File: src/rtl/rq_pkg.sv
package rq_pkg;

    typedef enum logic {
        MODE_FIFO   = 1'b0,
        MODE_FRFCFS = 1'b1
    } sched_mode_e;

    typedef enum logic [1:0] {
        OCC_EMPTY = 2'd0,
        OCC_PART  = 2'd1,
        OCC_FULL  = 2'd2
    } occ_state_e;

endpackage

File: src/rtl/rq_entry_store.sv
module rq_entry_store #(
    parameter int DEPTH  = 8,
    parameter int BANK_W = 2,
    parameter int ROW_W  = 8,
    parameter int TAG_W  = 8,
    parameter int IDX_W  = 3,
    parameter int CNT_W  = 4
) (
    input  logic                          clk,
    input  logic                          rst_n,
    input  logic                          st_en,
    input  logic [BANK_W-1:0]             st_bank,
    input  logic [ROW_W-1:0]              st_row,
    input  logic                          st_wr,
    input  logic [TAG_W-1:0]              st_tag,
    input  logic                          rm_en,
    input  logic [IDX_W-1:0]              rm_idx,
    output logic [DEPTH-1:0]              q_vld,
    output logic [DEPTH-1:0][BANK_W-1:0]  q_bank,
    output logic [DEPTH-1:0][ROW_W-1:0]   q_row,
    output logic [DEPTH-1:0]              q_wr,
    output logic [DEPTH-1:0][TAG_W-1:0]   q_tag,
    output logic [CNT_W-1:0]              count_next
);

    logic [CNT_W-1:0]             count;
    logic [CNT_W-1:0]             wr_pos;
    logic [DEPTH-1:0][BANK_W-1:0] n_bank;
    logic [DEPTH-1:0][ROW_W-1:0]  n_row;
    logic [DEPTH-1:0]             n_wr;
    logic [DEPTH-1:0][TAG_W-1:0]  n_tag;

    // Slot where a new entry lands once the removal has closed its gap.
    assign wr_pos     = count - (rm_en ? CNT_W'(1) : CNT_W'(0));
    assign count_next = wr_pos + (st_en ? CNT_W'(1) : CNT_W'(0));

    always_comb begin
        for (int i = 0; i < DEPTH; i++) begin
            q_vld[i] = (CNT_W'(i) < count);
        end
    end

    always_comb begin
        n_bank = q_bank;
        n_row  = q_row;
        n_wr   = q_wr;
        n_tag  = q_tag;
        // Compaction: every slot at or above the removed one pulls from above.
        for (int i = 0; i < DEPTH - 1; i++) begin
            if (rm_en && (IDX_W'(i) >= rm_idx)) begin
                n_bank[i] = q_bank[i+1];
                n_row[i]  = q_row[i+1];
                n_wr[i]   = q_wr[i+1];
                n_tag[i]  = q_tag[i+1];
            end
        end
        for (int i = 0; i < DEPTH; i++) begin
            if (st_en && (CNT_W'(i) == wr_pos)) begin
                n_bank[i] = st_bank;
                n_row[i]  = st_row;
                n_wr[i]   = st_wr;
                n_tag[i]  = st_tag;
            end
        end
    end

    always_ff @(posedge clk or negedge rst_n) begin
        if (!rst_n) begin
            count  <= '0;
            q_bank <= '0;
            q_row  <= '0;
            q_wr   <= '0;
            q_tag  <= '0;
        end else begin
            count  <= count_next;
            q_bank <= n_bank;
            q_row  <= n_row;
            q_wr   <= n_wr;
            q_tag  <= n_tag;
        end
    end

endmodule

File: src/rtl/rq_bank_scan.sv
module rq_bank_scan #(
    parameter int DEPTH   = 8,
    parameter int BANK_W  = 2,
    parameter int ROW_W   = 8,
    parameter int IDX_W   = 3,
    parameter int BANK_ID = 0
) (
    input  logic [DEPTH-1:0]             q_vld,
    input  logic [DEPTH-1:0][BANK_W-1:0] q_bank,
    input  logic [DEPTH-1:0][ROW_W-1:0]  q_row,
    input  logic [ROW_W-1:0]             open_row,
    output logic                         pending,
    output logic [IDX_W-1:0]             head_idx,
    output logic                         head_hit,
    output logic                         any_hit,
    output logic [IDX_W-1:0]             hit_idx
);

    logic [DEPTH-1:0] mine;

    always_comb begin
        for (int i = 0; i < DEPTH; i++) begin
            mine[i] = q_vld[i] && (q_bank[i] == BANK_W'(BANK_ID));
        end
    end

    // Walk from youngest to oldest so the lowest (oldest) slot wins.
    always_comb begin
        head_idx = '0;
        hit_idx  = '0;
        any_hit  = 1'b0;
        for (int i = DEPTH - 1; i >= 0; i--) begin
            if (mine[i]) begin
                head_idx = IDX_W'(i);
                if (q_row[i] == open_row) begin
                    hit_idx = IDX_W'(i);
                    any_hit = 1'b1;
                end
            end
        end
    end

    assign pending  = |mine;
    assign head_hit = pending && (q_row[head_idx] == open_row);

endmodule

File: src/rtl/rq_occ_fsm.sv
module rq_occ_fsm
    import rq_pkg::*;
#(
    parameter int MAX_TXN = 8,
    parameter int CNT_W   = 4
) (
    input  logic             clk,
    input  logic             rst_n,
    input  logic [CNT_W-1:0] count_next,
    output logic             ready
);

    occ_state_e state, state_nx;

    always_comb begin
        state_nx = state;
        unique case (state)
            OCC_EMPTY: begin
                if (count_next == CNT_W'(MAX_TXN))  state_nx = OCC_FULL;   // only when MAX_TXN = 1
                else if (count_next != '0)          state_nx = OCC_PART;   // FILL
            end
            OCC_PART: begin
                if (count_next == '0)               state_nx = OCC_EMPTY;  // DRAIN
                else if (count_next == CNT_W'(MAX_TXN)) state_nx = OCC_FULL; // TOP
            end
            OCC_FULL: begin
                if (count_next == '0)               state_nx = OCC_EMPTY;
                else if (count_next != CNT_W'(MAX_TXN)) state_nx = OCC_PART; // FREE
            end
            default:                                state_nx = OCC_EMPTY;
        endcase
    end

    always_ff @(posedge clk or negedge rst_n) begin
        if (!rst_n) state <= OCC_EMPTY;
        else        state <= state_nx;
    end

    always_comb begin
        unique case (state)
            OCC_EMPTY: ready = 1'b1;
            OCC_PART:  ready = 1'b1;
            OCC_FULL:  ready = 1'b0;
            default:   ready = 1'b0;
        endcase
    end

endmodule

File: src/rtl/rq_bank_queue.sv
module rq_bank_queue
    import rq_pkg::*;
#(
    parameter int          NUM_BANKS = 4,
    parameter int          MAX_TXN   = 8,
    parameter int          ROW_W     = 8,
    parameter int          TAG_W     = 8,
    parameter sched_mode_e MODE      = MODE_FIFO,
    localparam int         BANK_W    = (NUM_BANKS > 1) ? $clog2(NUM_BANKS) : 1
) (
    input  logic                         clk,
    input  logic                         rst_n,
    input  logic                         in_valid,
    output logic                         in_ready,
    input  logic [BANK_W-1:0]            in_bank,
    input  logic [ROW_W-1:0]             in_row,
    input  logic                         in_write,
    input  logic [TAG_W-1:0]             in_tag,
    input  logic                         fetch_req,
    input  logic [BANK_W-1:0]            fetch_bank,
    input  logic                         fetch_act,
    input  logic [NUM_BANKS*ROW_W-1:0]   open_rows,
    output logic                         fetch_valid,
    output logic [ROW_W-1:0]             fetch_row,
    output logic                         fetch_write,
    output logic [TAG_W-1:0]             fetch_tag,
    output logic [NUM_BANKS-1:0]         pend,
    output logic [NUM_BANKS-1:0]         hit_pend
);

    localparam int IDX_W = (MAX_TXN > 1) ? $clog2(MAX_TXN) : 1;
    localparam int CNT_W = $clog2(MAX_TXN + 1);

    logic [MAX_TXN-1:0]             q_vld;
    logic [MAX_TXN-1:0][BANK_W-1:0] q_bank;
    logic [MAX_TXN-1:0][ROW_W-1:0]  q_row;
    logic [MAX_TXN-1:0]             q_wr;
    logic [MAX_TXN-1:0][TAG_W-1:0]  q_tag;
    logic [CNT_W-1:0]               count_next;

    logic [NUM_BANKS-1:0]            head_hit_v;
    logic [NUM_BANKS-1:0]            any_hit_v;
    logic [NUM_BANKS-1:0][IDX_W-1:0] head_idx_v;
    logic [NUM_BANKS-1:0][IDX_W-1:0] hit_idx_v;

    logic             st_en;
    logic [IDX_W-1:0] pick_idx;

    assign st_en = in_valid && in_ready;

    rq_entry_store #(
        .DEPTH (MAX_TXN),
        .BANK_W(BANK_W),
        .ROW_W (ROW_W),
        .TAG_W (TAG_W),
        .IDX_W (IDX_W),
        .CNT_W (CNT_W)
    ) u_store (
        .clk       (clk),
        .rst_n     (rst_n),
        .st_en     (st_en),
        .st_bank   (in_bank),
        .st_row    (in_row),
        .st_wr     (in_write),
        .st_tag    (in_tag),
        .rm_en     (fetch_valid),
        .rm_idx    (pick_idx),
        .q_vld     (q_vld),
        .q_bank    (q_bank),
        .q_row     (q_row),
        .q_wr      (q_wr),
        .q_tag     (q_tag),
        .count_next(count_next)
    );

    rq_occ_fsm #(
        .MAX_TXN(MAX_TXN),
        .CNT_W  (CNT_W)
    ) u_occ (
        .clk       (clk),
        .rst_n     (rst_n),
        .count_next(count_next),
        .ready     (in_ready)
    );

    for (genvar b = 0; b < NUM_BANKS; b++) begin : g_bank
        rq_bank_scan #(
            .DEPTH  (MAX_TXN),
            .BANK_W (BANK_W),
            .ROW_W  (ROW_W),
            .IDX_W  (IDX_W),
            .BANK_ID(b)
        ) u_scan (
            .q_vld   (q_vld),
            .q_bank  (q_bank),
            .q_row   (q_row),
            .open_row(open_rows[b*ROW_W +: ROW_W]),
            .pending (pend[b]),
            .head_idx(head_idx_v[b]),
            .head_hit(head_hit_v[b]),
            .any_hit (any_hit_v[b]),
            .hit_idx (hit_idx_v[b])
        );

        if (MODE == MODE_FRFCFS) begin : g_wide
            assign hit_pend[b] = any_hit_v[b];
        end else begin : g_head
            assign hit_pend[b] = head_hit_v[b];
        end
    end

    if (MODE == MODE_FRFCFS) begin : g_pick_fr
        assign pick_idx = (fetch_act && any_hit_v[fetch_bank]) ? hit_idx_v[fetch_bank]
                                                               : head_idx_v[fetch_bank];
    end else begin : g_pick_fifo
        logic unused_act;
        assign unused_act = fetch_act;
        assign pick_idx   = head_idx_v[fetch_bank];
    end

    assign fetch_valid = fetch_req && pend[fetch_bank];
    assign fetch_row   = q_row[pick_idx];
    assign fetch_write = q_wr[pick_idx];
    assign fetch_tag   = q_tag[pick_idx];

endmodule

File: config.mk
export PLATFORM = sky130hd
export DESIGN_NAME = rq_bank_queue
export DESIGN_NICKNAME = d
export VERILOG_FILES = /design/src/rtl/rq_pkg.sv /design/src/rtl/rq_entry_store.sv /design/src/rtl/rq_bank_scan.sv /design/src/rtl/rq_occ_fsm.sv /design/src/rtl/rq_bank_queue.sv
export SDC_FILE = /design/constraint.sdc
export NUM_CORES = 1
export LEC_CHECK = 0
export BUFFER_PORTS_ARGS = -buffer_cell sky130_fd_sc_hd__buf_2
export CAP_MARGIN = 5
export CORE_UTILIZATION = 63
export CTS_CLUSTER_SIZE = 28
export DETAILED_ROUTE_END_ITERATION = 6
export GPL_ROUTABILITY_DRIVEN = 0
export PLACE_DENSITY = 0.82
export SLEW_MARGIN = 20
export SYNTH_ARGS = -nofsm -noshare
export SYNTH_HDL_FRONTEND = slang
export SYNTH_SLANG_ARGS = --single-unit
File: constraint.sdc
create_clock -name clk -period 7.3 [get_ports clk]
set_input_delay 0.73 -clock clk [delete_from_list [all_inputs] [get_ports clk]]
set_output_delay 0.73 -clock clk [all_outputs]
set_load 0.01 [all_outputs]
==> metrics <==
Final ANT Viol Nets=0; # setup viols final=0; Initial DRC Count=2136; Die Ht=approximately 150 um; reg-to-reg startpoint=u_store.count[2]; First-pass DRT Iterations=7; # Post-CTS Setup Buffers=0; critical path class=flop to primary output; Setup crit end kind=primary output; routed len/inst=24.94 um; crit path to=fetch_row[1]; root buffer cell=clkbuf_16; Syn Area/Cell=8.773 um2; # hold bufs at CTS=0; worst path arrival time=roughly 5 ns; most frequent cells in the layout=218 x nand2_1, 157 x dfrtp_1, 105 x mux2i_1; Main synth FF type=dfrtp_1; CP peak stage delay=between 1 and 1.5 ns; port buffer count=83; initial antenna violation count=1; CTS max path bufs=2; via count=12930; total core area=slightly above 0.02 mm2; Via density=7.411; TritonCTS clock tree=done; ANT cells=0; Tmin final=5.787 ns; Async SR Flop Fraction=100.0%; Remaining DRCs=21; Total GRT Usage=between 40% and 50%; RSZ-0062 raised after global routing=no; worst-skew pair later-pin latency=0.43 ns; worst-path cell chain=a21oi_1 > o32ai_1 > a211oi_2 > nor2_2 > mux4_2 > mux4_2 > nand2_1 > nand2_1 > buf_2; Seq. cell area=0.003955 mm2; Die ar.=0.02113 mm2; post-synthesis net count=1538; Worst-Margin Slew=1.199 ns; post-synth cell types=88; Syn. warnings=0; worst min path class=input pin to asynchronous set/reset pin; number of fill cells=1543; CTS buffer count=17; Initial Utilization=64.20%; R2R cell count=15; WP data required=6.57 ns; total wire length=43.52 mm; crit path from=u_store.count[2]; final period utilization=79.27%; cell taking the most area after synthesis=dfrtp_1; flop-to-flop setup slack=1.55 ns; Fmax=172.8 MHz; first-pass GRT wire length=around 68 mm; synthesized area=0.01295 mm2; Clock Skew=0.006107 ns; outcome=finished with violations; Site Rows=52; setup tns final=0 ns; largest net degree at the start of global routing=87; sequential fraction of the synthesis area=30.53%; most common cell after layout, fill and taps aside=nand2_1; final worst slack=1.513 ns; Max Cap Viol=0; DP HPWL=about 29 mm; post-cts resize count=0; Syn Inst Count=~1500; share of layout cells above drive strength 1=16.88%; worst-path fanout max=36; H-tree Lvls=4; slowest CP cell=mux4_2; Layout area overhead=6.938%; multi-input logic area=0.008197 mm2; #FFs+latches synth=roughly 160; failing checks=DRC; Max Slew Vio Count=0; grt ovf=0; Fin. Hold Viols=0; clock slew at reported path FFs=approximately 0.060 ns; CP Launch Type=flop; area share of the largest cell type after synthesis=roughly 30%; # nets final=~1500; Slew headroom=20.05%; r2r endpoint=u_store.q_row[51]; vias in the first global route=12380; largest cells by area after synthesis=dfrtp_1 31%, mux4_2 8.5%, mux2i_1 8.1%; Post-synth EDFFs=0; Die X-Extent=roughly 150 um; DP Worst Slack=1.497 ns; I/O Pins=85; clk sinks=between 150 and 200
area by class of cell:
cell class                      count  area share, %
Inverter                           36         0.9759
Multi-Input combinational cell   1146          59.19
Tap cell                          270          2.440
Sequential cell                   158          28.56
Clock inverter                      6         0.9397
Clock buffer                       24          3.623
Timing Repair Buffer              105          4.265
synthesized netlist by cell type, drive strengths merged (20+ instances only):
library cell	number
a22o	21
a31oi	34
clkbuf	56
a21oi	84
buf	80
xnor2	25
nor3	32
o211ai	50
nor2	72
nand2	221
a211oi	32
inv	36
nand3	34
mux2i	105
o21ai	109
nand3b	21
dfrtp	158
a21o	25
mux2	20
mux4	49
o22ai	26
worst max-delay path, delay by kind of cell (launching register included):
| kind | cells | cell delay (ns) |
|---|---|---|
| AO/OA/AOI/OAI | 3 | 1.12 |
| buffers and inverters | 1 | 0.15 |
| flip-flops | 1 | 0.95 |
| multiplexers | 2 | 1.56 |
| AND/OR/NAND/NOR | 3 | 0.81 |
worst min path at each step:
stage	from	endpoint	slack [ns]	cells past startpoint
after floorplan	u_occ.state[0]	u_occ.state[0]	0.42	1
after global routing	rst_n	u_store.q_row[8]	0.38	1
after detailed placement	u_occ.state[0]	u_occ.state[0]	0.45	1
final	rst_n	u_store.q_row[8]	0.31	1
after global placement	u_occ.state[0]	u_occ.state[0]	0.43	1
after CTS	rst_n	u_store.q_row[24]	0.35	1
routing by layer:
metal  routed length [um]  vias up  GRT usage [%]  share of wire (%)
met5                    0        -              0                  0
met4                 2353        0          21.95                5.4
met3                 6328      238          13.04                 15
met2                19290     1075          63.51                 44
met1                15560     6153          52.89                 36
li1                     -     5466              -                  -
flip-flops by register name (all words and copies together) (netlist names):
register / cells
u_store.q_tag: 64
u_store.count: 4
u_store.q_bank: 16
u_occ.state: 2
u_store.q_wr: 8
u_store.q_row: 64
stage by stage:
step	cell area (um2)	hold slack (ns)	instances	util (%)
after detailed placement	13200	0.4492	1715	65.47
final	13850	0.3144	1745	68.65
after global routing	13850	0.3824	1745	68.65
after floorplan	12950	0.4238	1476	-
after CTS	13840	0.3470	1745	68.60
after global placement	13200	0.4341	1715	65.47
kinds of logic after synthesis:
group | count (synthesis) | synth area share [%]
simple gates | 475 | 17.60
compound gates | 456 | 24.14
mux | 174 | 18.38
buf+inv | 172 | 6.464
flops | 158 | 30.53
xor+xnor | 37 | 2.503
fa+ha+maj | 4 | 0.3865
Power is not shown: default switching activity piles up to over one toggle a cycle in this logic, so the estimate is an artifact.
